==> config.mk <==
export PLATFORM = sky130hd
export DESIGN_NAME = uart_tx_brk
export DESIGN_NICKNAME = d
export VERILOG_FILES = /design/src/rtl/uart_tx_pkg.sv /design/src/rtl/uart_frame_fmt.sv /design/src/rtl/uart_job_queue.sv /design/src/rtl/uart_tx_brk.sv
export SDC_FILE = /design/constraint.sdc
export NUM_CORES = 1
export LEC_CHECK = 0
export BUFFER_PORTS_ARGS = -buffer_cell sky130_fd_sc_hd__buf_2
export CORE_MARGIN = 8
export CORE_UTILIZATION = 57
export DETAILED_ROUTE_END_ITERATION = 12
export HOLD_SLACK_MARGIN = 0.02
export PLACE_DENSITY_LB_ADDON = 0.25
export SLEW_MARGIN = 20
export SYNTH_ARGS = -nofsm -noshare
export SYNTH_HDL_FRONTEND = slang
export SYNTH_SLANG_ARGS = --single-unit
export TNS_END_PERCENT = 100
==> constraint.sdc <==
create_clock -name clk -period 1.9 [get_ports clk]
set_input_delay 0.38 -clock clk [delete_from_list [all_inputs] [get_ports clk]]
set_output_delay 0.38 -clock clk [all_outputs]
set_load 0.005 [all_outputs]
==> src/rtl/uart_tx_pkg.sv <==
`timescale 1ns/1ps
package uart_tx_pkg;

    typedef enum logic [1:0] {
        ST_IDLE  = 2'd0,
        ST_DATA  = 2'd1,
        ST_BREAK = 2'd2,
        ST_MARK  = 2'd3
    } tx_state_e;

endpackage

==> src/rtl/uart_frame_fmt.sv <==
`timescale 1ns/1ps
// Builds the shift word and the character lengths from the mode inputs.
module uart_frame_fmt #(
    parameter int DATA_W = 10,
    parameter int CNT_W  = 5
) (
    input  logic [DATA_W-1:0] data,
    input  logic              nine,
    input  logic              ten,
    input  logic              two_stop,
    input  logic              long_brk,
    output logic [DATA_W+2:0] word,
    output logic [CNT_W-1:0]  frame_len,
    output logic [CNT_W-1:0]  brk_len
);

    int dbits;
    int extra;

    always_comb begin
        if (ten) begin
            dbits = DATA_W;
            extra = 2;
        end else if (nine) begin
            dbits = DATA_W - 1;
            extra = 1;
        end else begin
            dbits = DATA_W - 2;
            extra = 0;
        end
    end

    always_comb begin
        frame_len = CNT_W'(1 + dbits + (two_stop ? 2 : 1));
        brk_len   = CNT_W'(DATA_W + (two_stop ? 1 : 0) + extra + (long_brk ? 3 : 0));
    end

    // Bit 0 is the start bit; unused data slots and everything above are stop level.
    always_comb begin
        word    = '1;
        word[0] = 1'b0;
        for (int i = 0; i < DATA_W; i++) begin
            if (i < dbits) word[i+1] = data[i];
        end
    end

endmodule

==> src/rtl/uart_job_queue.sv <==
`timescale 1ns/1ps
// Holds the pending idle, break and data jobs and the load handshake.
module uart_job_queue #(
    parameter int DATA_W = 10
) (
    input  logic              clk,
    input  logic              rst_n,
    input  logic              tx_en,
    input  logic              brk_req,
    input  logic              ld_valid,
    input  logic [DATA_W-1:0] ld_data,
    input  logic              shifter_busy,
    input  logic              take_idle,
    input  logic              take_brk,
    input  logic              take_data,
    output logic              ld_ready,
    output logic              idle_pend,
    output logic              brk_pend,
    output logic              data_pend,
    output logic [DATA_W-1:0] data_q
);

    logic en_q;
    logic en_rise;
    logic accept;

    assign en_rise  = tx_en && !en_q;
    assign ld_ready = tx_en && !data_pend && !shifter_busy;
    assign accept   = ld_valid && ld_ready;

    always_ff @(posedge clk or negedge rst_n) begin
        if (!rst_n) begin
            en_q      <= 1'b0;
            idle_pend <= 1'b0;
            brk_pend  <= 1'b0;
            data_pend <= 1'b0;
            data_q    <= '0;
        end else begin
            en_q <= tx_en;

            if (en_rise)        idle_pend <= 1'b1;
            else if (take_idle) idle_pend <= 1'b0;

            if (brk_req)        brk_pend <= 1'b1;
            else if (take_brk)  brk_pend <= 1'b0;

            if (accept) begin
                data_pend <= 1'b1;
                data_q    <= ld_data;
            end else if (take_data) begin
                data_pend <= 1'b0;
            end
        end
    end

endmodule

==> src/rtl/uart_tx_brk.sv <==
`timescale 1ns/1ps
module uart_tx_brk
    import uart_tx_pkg::*;
#(
    parameter int DATA_W = 10
) (
    input  logic              clk,
    input  logic              rst_n,
    input  logic              baud_tick,
    input  logic              tx_en,
    input  logic              brk_req,
    input  logic              cfg_long_brk,
    input  logic              cfg_nine,
    input  logic              cfg_ten,
    input  logic              cfg_two_stop,
    input  logic              ld_valid,
    input  logic [DATA_W-1:0] ld_data,
    output logic              ld_ready,
    output logic              tx_out
);

    localparam int MAX_BITS = DATA_W + 6;
    localparam int CNT_W    = $clog2(MAX_BITS + 1);
    localparam int SH_W     = DATA_W + 3;

    tx_state_e         state_q, state_d;
    logic [CNT_W-1:0]  bits_left_q, bits_left_d;
    logic [SH_W-1:0]   sh_q, sh_d;

    logic              idle_pend, brk_pend, data_pend;
    logic [DATA_W-1:0] data_q;
    logic              take_idle, take_brk, take_data;
    logic [SH_W-1:0]   frame_word;
    logic [CNT_W-1:0]  frame_len, brk_len;
    logic              end_now, can_start;

    uart_job_queue #(.DATA_W(DATA_W)) u_queue (
        .clk          (clk),
        .rst_n        (rst_n),
        .tx_en        (tx_en),
        .brk_req      (brk_req),
        .ld_valid     (ld_valid),
        .ld_data      (ld_data),
        .shifter_busy (state_q != ST_IDLE),
        .take_idle    (take_idle),
        .take_brk     (take_brk),
        .take_data    (take_data),
        .ld_ready     (ld_ready),
        .idle_pend    (idle_pend),
        .brk_pend     (brk_pend),
        .data_pend    (data_pend),
        .data_q       (data_q)
    );

    uart_frame_fmt #(.DATA_W(DATA_W), .CNT_W(CNT_W)) u_fmt (
        .data      (data_q),
        .nine      (cfg_nine),
        .ten       (cfg_ten),
        .two_stop  (cfg_two_stop),
        .long_brk  (cfg_long_brk),
        .word      (frame_word),
        .frame_len (frame_len),
        .brk_len   (brk_len)
    );

    // A character ends on the tick that closes its last bit.
    assign end_now   = baud_tick && (state_q != ST_IDLE) && (bits_left_q == CNT_W'(1));
    assign can_start = baud_tick && tx_en && ((state_q == ST_IDLE) || end_now);
    assign take_idle = can_start && idle_pend;
    assign take_brk  = can_start && !idle_pend && brk_pend;
    assign take_data = can_start && !idle_pend && !brk_pend && data_pend;

    // Next-state logic.
    always_comb begin
        state_d     = state_q;
        bits_left_d = bits_left_q;
        sh_d        = sh_q;
        if (take_idle) begin
            state_d     = ST_MARK;
            bits_left_d = frame_len;
        end else if (take_brk) begin
            state_d     = ST_BREAK;
            bits_left_d = brk_len;
        end else if (take_data) begin
            state_d     = ST_DATA;
            bits_left_d = frame_len;
            sh_d        = frame_word;
        end else begin
            unique case (state_q)
                ST_IDLE: begin
                    state_d = ST_IDLE;
                end
                ST_DATA, ST_BREAK, ST_MARK: begin
                    if (end_now) begin
                        state_d     = ST_IDLE;
                        bits_left_d = '0;
                    end else if (baud_tick) begin
                        bits_left_d = bits_left_q - CNT_W'(1);
                        sh_d        = {1'b1, sh_q[SH_W-1:1]};
                    end
                end
                default: state_d = ST_IDLE;
            endcase
        end
    end

    // State register.
    always_ff @(posedge clk or negedge rst_n) begin
        if (!rst_n) begin
            state_q     <= ST_IDLE;
            bits_left_q <= '0;
            sh_q        <= '1;
        end else begin
            state_q     <= state_d;
            bits_left_q <= bits_left_d;
            sh_q        <= sh_d;
        end
    end

    // Line output.
    always_comb begin
        unique case (state_q)
            ST_IDLE:  tx_out = 1'b1;
            ST_DATA:  tx_out = sh_q[0];
            ST_BREAK: tx_out = 1'b0;
            ST_MARK:  tx_out = 1'b1;
            default:  tx_out = 1'b1;
        endcase
    end

endmodule

### Word level (Yosys, flattened, before mapping)

Cells that the tools add are included.

| word-level totals | value |
|---|---|
| RAM bits | 0 |
| input bits | 20 |
| memories | 0 |
| logic and storage cells | 103 |
| output and inout port bits | 2 |
| register bits after elaboration | 34 |
| bits in latches | 0 |
| bits in read-only memories | 0 |

| operators by class | value |
|---|---|
| bitwise gates (word level) | 2 |
| div/mod/pow operators | 0 |
| magnitude comparators | 10 |
| reduce and logical (&&, ||, !) cells | 32 |
| $mul | 0 |
| $add $sub $neg | 6 |
| equality and inequality tests | 6 |
| shift operators | 0 |
| mux-type cells | 39 |

Operator list:

| operator | count |
|---|---|
| $mux 13 | 4 |
| $mux 5 | 6 |
| $mux 1 | 19 |
| $lt 3x4->1 const A | 4 |
| $mux 2 | 8 |
| $add 5x5->5 | 3 |
| $logic_and 1x1->1 | 13 |
| $reduce_bool 2->1 | 6 |
| $lt 1x4->1 const A | 2 |
| $lt 2x4->1 const A | 2 |
| $lt 4x4->1 const A | 2 |
| $add 2x5->5 const A | 1 |
| $add 5x5->5 const A | 1 |
| $eq 5x1->1 const B | 1 |
| $logic_not 1->1 | 5 |
| $ne 5x5->1 const B | 1 |
| $reduce_and 5->1 | 1 |
| $reduce_bool 5->1 | 1 |
| $sub 5x1->5 const B | 1 |
| $eq 2x2->1 const B | 2 |
| $pmux 2 s2 | 1 |
| $reduce_bool 4->1 | 1 |
| $pmux 1 s3 | 1 |
| $reduce_or 3->1 | 1 |
| 7 further kinds | 8 |

### Logic depth before layout (Yosys ltp)

Gate-level depths: netlist (run 1).

| depth | value |
|---|---|
| word-level depth | 11 |
| gate-level depth with buffers | 9 |
| mapped depth without buffers | 9 |

### By module

Synthesis (run 1) repeated with hierarchy kept, for this count alone.

| unflattened totals | value |
|---|---|
| cells, all modules | 211 |
| area, all modules | 2,183.3 µm² |

By module, submodules not included:

| module | area each (µm²) | times used | cells each | seq. area each (µm²) |
|---|---|---|---|---|
| uart_tx_brk | 1,340.0 | 1 | 141 | 516.7 |
| uart_job_queue | 574.3 | 1 | 34 | 350.3 |
| uart_frame_fmt | 269.0 | 1 | 36 | 0.0 |

### Worst setup path after synthesis (run 1)

OpenSTA, ideal clock, no wires.

| timing path | value |
|---|---|
| path kind | input to register |
| start point | input cfg_ten |
| end point | register bits_left_q[2] |
| data required time | 1.779 ns |
| path buffers | 0 |
| cell stages on the path | 9 |
| arrival | 1.754 ns |
| library setup time | 0.121 ns |
| slack | 0.025 ns |
| path through | inv_1 nand2_1 fa_1 inv_1 ha_1 ha_1 a2bb2oi_1 o32ai_1 a22o_1 |

| on the way | value |
|---|---|
| cells in the longest elaborated chain, start to end | 6 |
| elaborated cells between the ends (all ways) | 9 |
| classes of those cells | 4 x add/sub; 5 x mux |

Ends and longest elaborated chain:

| item | RTL line | source |
|---|---|---|
| start: declaration | uart_tx_brk.sv:14 | `input logic cfg_ten,` |
| $mux 2 | uart_frame_fmt.sv:21 | `if (ten) begin` |
| $add 2x5->5 | uart_frame_fmt.sv:34 | `frame_len = CNT_W'(1 + dbits + (two_stop ? 2 : 1));` |
| $add 5x5->5 | uart_frame_fmt.sv:34 |  |
| $mux 5 | uart_tx_brk.sv:84 | `end else if (take_data) begin` |
| $mux 5 | uart_tx_brk.sv:81 | `end else if (take_brk) begin` |
| $mux 5 * | uart_tx_brk.sv:78 | `if (take_idle) begin` |
| end signal: assignment | uart_tx_brk.sv:115 | `bits_left_q <= bits_left_d;` |
| end: declaration | uart_tx_brk.sv:27 | `logic [CNT_W-1:0] bits_left_q, bits_left_d;` |

Mark *: on every way between the ends. The rest lies on a longest branch, timed or not.
A chain may end at the register's enable or synchronous reset.

### Worst setup path in the final report (run 1)

| timing path | value |
|---|---|
| start point | register bits_left_q[1] |
| end point | register bits_left_q[4] |

| on the way | value |
|---|---|
| cells in the longest elaborated chain, start to end | 10 |
| elaborated cells between the ends (all ways) | 19 |
| classes of those cells | 1 x add/sub; 1 x eq/ne; 6 x mux; 11 x reduce/logical |

Ends and longest elaborated chain:

| item |
|---|
| branches (longest 10 deep; another with $sub 5x1->5) |

Parallel ways; which one is timed is not known. The select of a mux whose other input is x is not followed.

==> results of run 1 <==
[routing by layer]
layer,part of all wire,GRT usage,vias to the layer above
met3,0.036,0.0523,2
met5,0,0,-
li1,-,-,641
met1,0.41,0.156,613
met4,0.0053,0.0485,0
met2,0.55,0.269,19
[state kept, by name (all words and copies together), names as in the netlist]
| signal | flops |
|---|---|
| sh_q | 11 |
| u_queue.data_q | 10 |
| bits_left_q | 5 |
| state_q | 2 |
| u_queue.brk_pend | 1 |
| u_queue.data_pend | 1 |
| u_queue.en_q | 1 |
| u_queue.idle_pend | 1 |
[synth_stat cells, types with 2 or more instances]
| cell | n | area [µm²] |
|---|---|---|
| nand2_1 | 22 | 82.6 |
| dfrtp_1 | 21 | 526 |
| inv_1 | 14 | 52.6 |
| o21ai_1 | 13 | 65.1 |
| dfstp_2 | 11 | 289 |
| mux2_1 | 9 | 101 |
| mux2i_1 | 9 | 90.1 |
| ha_1 | 8 | 100 |
| nor2_1 | 6 | 22.5 |
| buf_2 | 5 | 25.0 |
| o21ai_0 | 5 | 25.0 |
| a21oi_1 | 3 | 15.0 |
| nor3_1 | 3 | 15.0 |
| a2bb2oi_1 | 2 | 17.5 |
| fa_1 | 2 | 40.0 |
| nand2b_1 | 2 | 12.5 |
| nor3_2 | 2 | 20.0 |
| o211ai_2 | 2 | 25.0 |
| o21a_1 | 2 | 15.0 |
| o221ai_1 | 2 | 17.5 |
[layout make-up]
class | count | area share
well taps | 33 | 0.0197
multi-input cells | 110 | 0.413
clock buffers | 7 | 0.0311
repair buffers | 35 | 0.106
clock inverters | 1 | 0.0144
flip-flops and latches | 32 | 0.389
inverters | 15 | 0.0269
[power by group through the flow]
stage | sequential [mW] | clock (mW) | combinational [mW]
after floorplan | 1.17 | 0 | 0.711
after global placement | 1.20 | 0 | 0.923
after detailed placement | 1.23 | 0 | 0.976
after CTS | 1.22 | 0.591 | 1.02
after global routing | 1.27 | 0.614 | 1.20
final | 1.23 | 0.574 | 1.07
[cell families after synthesis]
family	count (synthesis)
and+or+nand+nor	42
AOI/OAI and AO/OA	39
DFF	32
buffers and inverters	21
muxes	19
adders and majority gates	10
[layout by cell type, fill, tap and decap left out, drive strengths merged, types with 2 or more instances in the layout]
cell	netlist	final
a21oi	3	3
a2bb2oi	2	2
buf	6	35
clkbuf	0	7
dfrtp	21	21
dfstp	11	11
fa	2	2
ha	8	8
inv	15	15
mux2	10	10
mux2i	9	9
nand2	22	22
nand2b	2	2
nor2	7	7
nor3	5	5
o211ai	2	2
o21a	2	2
o21ai	18	18
o221ai	2	2
[worst reg2reg max path: cells and delay by family, from the launching register on]
family | cells | cell delay [ns]
AO/OA/AOI/OAI | 3 | 0.54
adder cells (fa/ha/maj) | 1 | 0.13
buffers and inverters | 2 | 0.24
flip-flops | 1 | 0.40
AND/OR/NAND/NOR | 2 | 0.41
[what timing repair did]
item / CTS / global route
setup endpoints to repair: 1 / 14
hold endpoints to repair: 0 / 0
hold buffers: 0 / 0
resized for setup: 2 / 9
buffers inserted: 0 / 2
pin swaps: 0 / 5
[through the flow]
step / instances / utilization / hold WS [ns] / worst slack (ns) / instance area, µm²
2_1_floorplan: 163 / - / 0.0844 / 0.0249 / 1730
3_3_place_gp: 223 / 0.649 / 0.410 / -0.0641 / 1930
3_5_place_dp: 223 / 0.649 / 0.429 / -0.103 / 1930
4_1_cts: 231 / 0.685 / 0.0936 / 0.0257 / 2040
5_1_grt: 233 / 0.703 / 0.130 / -0.0202 / 2090
6_report: 233 / 0.703 / 0.0906 / 0.0833 / 2090
[how the worst max path moves through the flow]
stage                               from              to  slack (ns)  depth (start not counted)
after floorplan                  cfg_ten  bits_left_q[2]        0.02                          9
after global placement           cfg_ten  bits_left_q[2]       -0.06                         10
after detailed placement         cfg_ten  bits_left_q[2]       -0.10                         10
after CTS                     state_q[0]        ld_ready        0.03                          5
after global routing      bits_left_q[1]         sh_q[1]       -0.02                          8
final                     bits_left_q[1]  bits_left_q[4]        0.08                          8
==> run summary, run 1 <==
Initial Utilization - 0.582
Register Area - 815 µm²
wire per inst - 14.6 µm
largest family of logic cells by synthesized area - compound AO/OA/AOI/OAI gates
status - finished, final reports clean
vias in the first global route - 1354
sw power - 0.979 mW
Synth Area in Simple Gates - 0.123
Reg2Reg Depth - 8
CTS tree - built
clock share of power - 0.200
period utilisation layout - 0.956
site row count - 20
Total GRT Usage - 0.149
maximum vdd drop - 919 µV
Tot Pwr - 2.87 mW
multiplexer share of the synthesized area - 0.117
Max Clk Rate - 0.550 GHz
Cell Area, Synth - 1730 µm²
Max stage delay on crit path - 0.40 ns
max-slew violations - 0
Synth Area in Adders - 0.0809
die area - 5060 µm²
R2R setup slack - 0.08 ns
Arr. time, crit path - 2.03 ns
Comb power frac - 0.372
total core area - 2980 µm²
first-pass GRT wire length - 5960 µm
Routed WL - 3400 µm
Ant. Diodes - 0
iteration count of the initial detailed-routing pass - 4
Port Buffers - 21
Int Power - 1.89 mW
EDFF count, synth - 0
drt first-iter violations - 59
Synth Instances - 163
drt via density - 5.47
CP max-delay cell - dfrtp_1
worst slew pin tran - 0.696 ns
area delta synth->final - 20.7%
skew final - 0.00470 ns
WP buf/inv - 2
Max clock buf depth - 2
worst-skew pair later-pin latency - 0.32 ns
area share of xor/xnor cells in the synthesized design - 0
Worst-path clk slew - 0.10 ns
largest net degree at the start of global routing - 33
switch share - 0.341
Die Y-Extent - 71.1 µm
Main synth FF type - dfrtp_1
CP cell instances - inv_2 -> ha_4 -> nor4b_4 -> o211ai_2 -> buf_6 -> nor2_2 -> o21ai_1 -> a211o_1
H-tree levels - 2
Mapped Nets - 193
gp weighted congestion - 0.795
post-synthesis async set-or-reset flop share - 1.00
Setup TNS - 0 ns
worst r2r src - bits_left_q[1]
Post-DRT Antenna Nets - 0
sequential fraction of the synthesis area - 0.470
initial antenna violation count - 0
clock sink count - 32
final-layout fill cell count - 224
Compound-Gate Fraction of Synth Area - 0.155
num ports - 22
# Max-Cap Violations - 0
fin crit period - 1.82 ns
CP Max Fanout - 10
Netlist cell types - 40
CP Class - reg -> reg
WP data required - 2.11 ns
TritonCTS buffer count - 5
proportion of layout cells with a drive suffix above 1 - 0.335
Slew HR - 0.536
sequential group share of total power - 0.428
total leakage power - 1.01 nW
Residual DRC - 0
Root Buffer - clkbuf_4
Crit path max-delay family - compound AO/OA/AOI/OAI gates
Final Hold Viols - 0
Nets - 229
synthesized flop and latch total - 32
CP Launch Type - register
Syn. warnings - 0
Setup crit end kind - register
hold crit path type - in -> async
Post-Syn Area per Cell - 10.6 µm²
cell area power density - 1370 nW/µm²
reg2reg end - bits_left_q[4]
Detailed Place HPWL - 2610 µm
multi-input logic area - 863 µm²
chip width - 71.1 µm
grt total ovfl - 0
setup violators final - 0
via count - 1275
Power figures use the tool's default switching activity.
==> inputs of run 2 (changes only) <==
--- a/config.mk
+++ b/config.mk
@@ -7,7 +7,8 @@
 export LEC_CHECK = 0
 export BUFFER_PORTS_ARGS = -buffer_cell sky130_fd_sc_hd__buf_2
 export CORE_MARGIN = 8
-export CORE_UTILIZATION = 57
+export CORE_UTILIZATION = 59
+export CTS_BUF_LIST = sky130_fd_sc_hd__clkbuf_2 sky130_fd_sc_hd__clkbuf_4 sky130_fd_sc_hd__clkbuf_8
 export DETAILED_ROUTE_END_ITERATION = 12
 export HOLD_SLACK_MARGIN = 0.02
 export PLACE_DENSITY_LB_ADDON = 0.25
==> run summary, run 2 (synthesized netlist as in run 1, its figures left out) <==
CP cell instances - inv_1 -> ha_4 -> inv_2 -> nor3_4 -> buf_2
commonest non-fill, non-tap cell in the layout - nand2_1
vias in the first global route - 1408 (+4.0%)
worst-skew pair later-pin latency - 0.33 ns (about the same)
switch share - 0.355 (+0.0133)
largest net degree at the start of global routing - 33 (unchanged)
Post-CTS Hold Buffers - 0 (unchanged)
worst slew pin tran - 0.677 ns (-0.0183 ns)
CP Max Fanout - 4 (-6)
CP Launch Type - register
Residual DRC - 0 (unchanged)
via count - 1319 (+3.5%)
Total GRT Usage - 0.143 (-0.00525)
clock sink count - 32 (unchanged)
Post-DRT Antenna Nets - 0 (unchanged)
WP buf/inv - 3 (+1)
total core area - 2780 µm² (-6.6%)
Slew HR - 0.548 (+0.0122)
site row count - 19 (-5.0%)
sw power - 0.988 mW (+0.90%)
DP Area - 1960 µm² (+1.3%)
Reg2Reg Depth - 5 (-3)
sequential group share of total power - 0.437 (+0.009)
initial antenna violation count - 0 (unchanged)
chip width - 70.2 µm (-1.3%)
grt total ovfl - 0 (unchanged)
first-pass GRT wire length - 5900 µm (-1.0%)
total leakage power - 1.00 nW (-1.0%)
clock share of power - 0.185 (-0.015)
Arr. time, crit path - 1.43 ns (-0.60 ns)
Worst-path clk slew - 0.11 ns (about the same)
Ant. Diodes - 0 (unchanged)
final-layout fill cell count - 204 (-8.9%)
R2R setup slack - 0.12 ns (+0.04 ns)
cell area power density - 1340 nW/µm² (-2.1%)
H-tree levels - 2 (unchanged)
Die Y-Extent - 70.2 µm (-1.3%)
Max Clk Rate - 0.553 GHz (+0.54%)
CP Class - reg -> out
worst r2r src - u_queue.idle_pend
Top reg by flops - sh_q
die area - 4930 µm² (-2.6%)
maximum vdd drop - 1190 µV (+30%)
num ports - 22 (unchanged)
Detailed Place HPWL - 2630 µm (+0.83%)
max reg flops - 11 (unchanged)
number of setup buffers added after CTS - 0 (unchanged)
Placed Instances - 223 (unchanged)
Int Power - 1.80 mW (-4.9%)
design area - 2070 µm² (-0.84%)
Final Non-Filler Cells - 231 (-0.86%)
CTS tree - built
proportion of layout cells with a drive suffix above 1 - 0.340 (+0.00500)
status - finished, final reports clean
most frequent cells in the layout - 22 x nand2_1, 21 x dfrtp_1, 21 x buf_2
period utilisation layout - 0.951 (-0.00509)
# Max-Cap Violations - 0 (unchanged)
max-slew violations - 0 (unchanged)
Port Buffers - 21 (unchanged)
Crit path max-delay family - flip-flops
hold crit path type - in -> async
drt via density - 5.71 (+4.3%)
Routed WL - 3440 µm (+1.1%)
setup violators final - 0 (unchanged)
Max stage delay on crit path - 0.40 ns (about the same)
wire per inst - 14.9 µm (+2.0%)
fin crit period - 1.81 ns (-0.00967 ns)
Nets - 229 (unchanged)
Final Hold Viols - 0 (unchanged)
iteration count of the initial detailed-routing pass - 4 (unchanged)
Regs by FF count - sh_q x11, u_queue.data_q x10, bits_left_q x5
drt first-iter violations - 48 (-19%)
Setup crit end kind - output pin
area delta synth->final - 19.7%
TritonCTS buffer count - 5 (unchanged)
gp weighted congestion - 0.880 (+11%)
Initial Utilization - 0.623 (+0.0411)
Root Buffer - clkbuf_4
Max clock buf depth - 2 (unchanged)
CP max-delay cell - dfrtp_1
WP data required - 1.52 ns (-0.59 ns)
reg2reg end - bits_left_q[4]
skew final - 0.0106 ns (+0.00590 ns)
Comb power frac - 0.379 (+0.007)
==> run 2: how the worst max path moves through the flow <==
| stage | startpoint | endpoint | depth (start not counted) |
|---|---|---|---|
| after global placement | cfg_ten | bits_left_q[2] | 10 |
| after CTS | state_q[1] | ld_ready | 5 |
| after detailed placement | cfg_ten | bits_left_q[2] | 10 |
| final | state_q[1] | ld_ready | 5 |
| after global routing | bits_left_q[1] | bits_left_q[3] | 8 |
| after floorplan | cfg_ten | bits_left_q[2] | 9 |
==> run 2: cell type report <==
class,instances,area (µm²),share of cell area
multi-input cells,110,862,0.416
flip-flops and latches,32,815,0.393
repair buffers,35,223,0.107
inverters,15,56.3,0.0271
clock inverters,3,42.5,0.0205
well taps,31,38.8,0.0187
clock buffers,5,37.5,0.0181
==> run 2: layer usage <==
metal | share of wire | routed length (µm) | track usage
met1 | 0.44 | 1520 | 0.163
met2 | 0.50 | 1730 | 0.244
met3 | 0.046 | 159 | 0.0494
met4 | 0.0084 | 29 | 0.0491
met5 | 0 | 0 | 0
==> run 2: power by group through the flow <==
| stage | Clock (mW) | Sequential, mW | Combinational (mW) |
|---|---|---|---|
| after floorplan | 0 | 1.17 | 0.711 |
| after global placement | 0 | 1.20 | 0.926 |
| after detailed placement | 0 | 1.22 | 0.986 |
| after CTS | 0.527 | 1.21 | 0.996 |
| after global routing | 0.552 | 1.25 | 1.19 |
| final | 0.514 | 1.22 | 1.05 |
==> run 2: repair_timing <==
item,CTS,global route
endpoints found under the setup margin,1,10
gates resized for setup,1,8
cloned,0,0
endpoints found under the hold margin,0,0
pin swaps,0,2
==> run 2: per-stage QoR <==
step	util	setup TNS, ns	worst slack, ns	hold WS, ns	power (mW)
global placement	0.704	-0.0814	-0.0814	0.413	2.13
detailed placement	0.704	-0.228	-0.170	0.421	2.21
global route	0.746	-0.0279	-0.0279	0.121	2.99
finish	0.746	0	0.0930	0.0700	2.78
CTS	0.734	0	0.0184	0.0959	2.74
floorplan	-	0	0.0249	0.0844	1.88
==> inputs of run 3 (changes only) <==
--- a/config.mk
+++ b/config.mk
@@ -5,11 +5,11 @@
 export SDC_FILE = /design/constraint.sdc
 export NUM_CORES = 1
 export LEC_CHECK = 0
-export BUFFER_PORTS_ARGS = -buffer_cell sky130_fd_sc_hd__buf_2
-export CORE_MARGIN = 8
-export CORE_UTILIZATION = 59
+export CORE_MARGIN = 4
+export CORE_UTILIZATION = 60
 export CTS_BUF_LIST = sky130_fd_sc_hd__clkbuf_2 sky130_fd_sc_hd__clkbuf_4 sky130_fd_sc_hd__clkbuf_8
 export DETAILED_ROUTE_END_ITERATION = 12
+export DONT_BUFFER_PORTS = 1
 export HOLD_SLACK_MARGIN = 0.02
 export PLACE_DENSITY_LB_ADDON = 0.25
 export SLEW_MARGIN = 20
==> run summary, run 3 (synthesized netlist as in run 1, its figures left out) <==
iteration count of the initial detailed-routing pass - 4 (unchanged)
Detailed Place HPWL - 2470 µm (-6.1%)
commonest non-fill, non-tap cell in the layout - nand2_1
proportion of layout cells with a drive suffix above 1 - 0.243 (-0.0971)
Max clock buf depth - 2 (unchanged)
CP startpoint - bits_left_q[1]
Die Y-Extent - 61.7 µm (-12%)
Int Power - 1.78 mW (-1.0%)
Arr. time, crit path - 2.05 ns (+0.62 ns)
setup violators final - 0 (unchanged)
Max Clk Rate - 0.547 GHz (-1.1%)
site row count - 19 (unchanged)
CP Class - reg -> reg
Hold WS - 0.0673 ns (-0.00279 ns)
via count - 1236 (-6.3%)
final-layout fill cell count - 218 (+6.9%)
skew final - 0.00724 ns (-0.00336 ns)
Setup WS pre-CTS - -0.112 ns (+0.0580 ns)
Top reg by flops - sh_q
area delta synth->final - 12.8%
chip width - 61.7 µm (-12%)
Setup WS post-layout - 0.0729 ns (-0.0201 ns)
Nets - 206 (-10%)
TritonCTS buffer count - 5 (unchanged)
worst-skew pair later-pin latency - 0.33 ns (about the same)
Ant. Diodes - 0 (unchanged)
grt total ovfl - 0 (unchanged)
drt via density - 5.94 (+4.1%)
cell area power density - 1400 nW/µm² (+4.5%)
Regs by FF count - sh_q x11, u_queue.data_q x10, bits_left_q x5
hold_sp - tx_en
clock sink count - 32 (unchanged)
fin crit period - 1.83 ns (+0.0201 ns)
WP data required - 2.13 ns (+0.61 ns)
total leakage power - 0.915 nW (-8.7%)
die area - 3810 µm² (-23%)
num ports - 22 (unchanged)
R2R setup slack - 0.07 ns (-0.05 ns)
Routed WL - 3340 µm (-2.8%)
total core area - 2760 µm² (-0.85%)
period utilisation layout - 0.962 (+0.0106)
hold crit path type - in -> reg
CTS tree - built
most frequent cells in the layout - 22 x nand2_1, 21 x dfrtp_1, 13 x inv_1, 13 x o21ai_1, 11 x dfstp_2
worst slew pin tran - 0.353 ns (-0.324 ns)
Post-DRT Antenna Nets - 0 (unchanged)
Residual DRC - 0 (unchanged)
RSZ-0062 raised after global routing - true
Root Buffer - clkbuf_4
drt first-iter violations - 42 (-13%)
worst r2r src - bits_left_q[1]
Final Hold Viols - 0 (unchanged)
Comb power frac - 0.362 (-0.017)
Worst-path clk slew - 0.10 ns (about the same)
largest net degree at the start of global routing - 33 (unchanged)
clock share of power - 0.188 (+0.003)
Initial Utilization - 0.628 (+0.00537)
gp weighted congestion - 0.849 (-3.5%)
CP Max Fanout - 5 (+1)
vias in the first global route - 1215 (-14%)
Setup crit end kind - register
H-tree levels - 2 (unchanged)
first-pass GRT wire length - 5290 µm (-10%)
# Max-Cap Violations - 0 (unchanged)
maximum vdd drop - 1200 µV (+0.71%)
Total GRT Usage - 0.196 (+0.0522)
Port Buffers - 0 (-100%)
initial antenna violation count - 0 (unchanged)
switch share - 0.351 (-0.00331)
Slew HR - 0.759 (+0.210)
sw power - 0.964 mW (-2.4%)
sequential group share of total power - 0.450 (+0.013)
status - finished, final reports clean
CP Launch Type - register
wire per inst - 16.0 µm (+7.9%)
max reg flops - 11 (unchanged)
max-slew violations - 0 (unchanged)
run 3: cell count changes in the layout (fill, tap and decap cells not counted), sizes merged:
cell / change
buf: -24
dlygate4sd3: +1
clkinvlp: -1
clkbuf: +1
run 3: final timing paths:
path,endpoint,depth (start not counted)
min in group asynchronous,u_queue.data_q[4],2
setup / recovery,bits_left_q[4],8
setup reg to reg,bits_left_q[4],8
max in group asynchronous,sh_q[2],2
hold / removal,u_queue.en_q,0
hold reg to reg,u_queue.idle_pend,1
run 3: critical path, cell delays in order (launching register included):
cell and delay (ns):
dfrtp_1 0.41, inv_2 0.06, ha_2 0.17, nor4b_4 0.29, o211ai_2 0.17, buf_6 0.16
nor2_4 0.08, o21ai_1 0.07, a211o_1 0.30
run 3: through the flow:
step / utilization / total power [mW] / instance area, µm² / setup TNS [ns] / std cells
after detailed placement: 0.648 / 2.12 / 1790 / -0.357 / 195
after global routing: 0.709 / 2.95 / 1950 / -0.0325 / 208
final: 0.709 / 2.74 / 1950 / 0 / 208
after CTS: 0.690 / 2.67 / 1900 / 0 / 205
after floorplan: - / 1.88 / 1730 / 0 / 163
after global placement: 0.648 / 2.04 / 1790 / 0 / 195
run 3: what timing repair did:
action	in CTS	in global routing
resized for setup	3	7
hold buffers	2	0
setup buffers	0	2
hold endpoints to repair	32	0
endpoints found under the setup margin	10	11
pin swaps	0	1
cloned	0	1
run 3: metal layers:
metal	wire, µm	share of wire	global-route usage
met2	1680	0.50	0.318
met5	0	0	0
met1	1370	0.41	0.233
met4	52	0.016	0.0697
met3	235	0.070	0.0806
run 3: power groups by stage:
stage                     sequential, mW  combinational (mW)  clock [mW]
after global routing                1.27                1.12       0.560
after detailed placement            1.24               0.882           0
final                               1.23               0.992       0.517
after floorplan                     1.17               0.711           0
after CTS                           1.23               0.910       0.529
after global placement              1.22               0.823           0
run 3: layout make-up:
type,count,area [µm²],share of cell area
repair buffers,12,110,0.0563
flip-flops and latches,32,815,0.417
clock buffers,6,45.0,0.0230
multi-input cells,110,855,0.437
clock inverters,2,35.0,0.0179
inverters,15,56.3,0.0288
well taps,31,38.8,0.0198
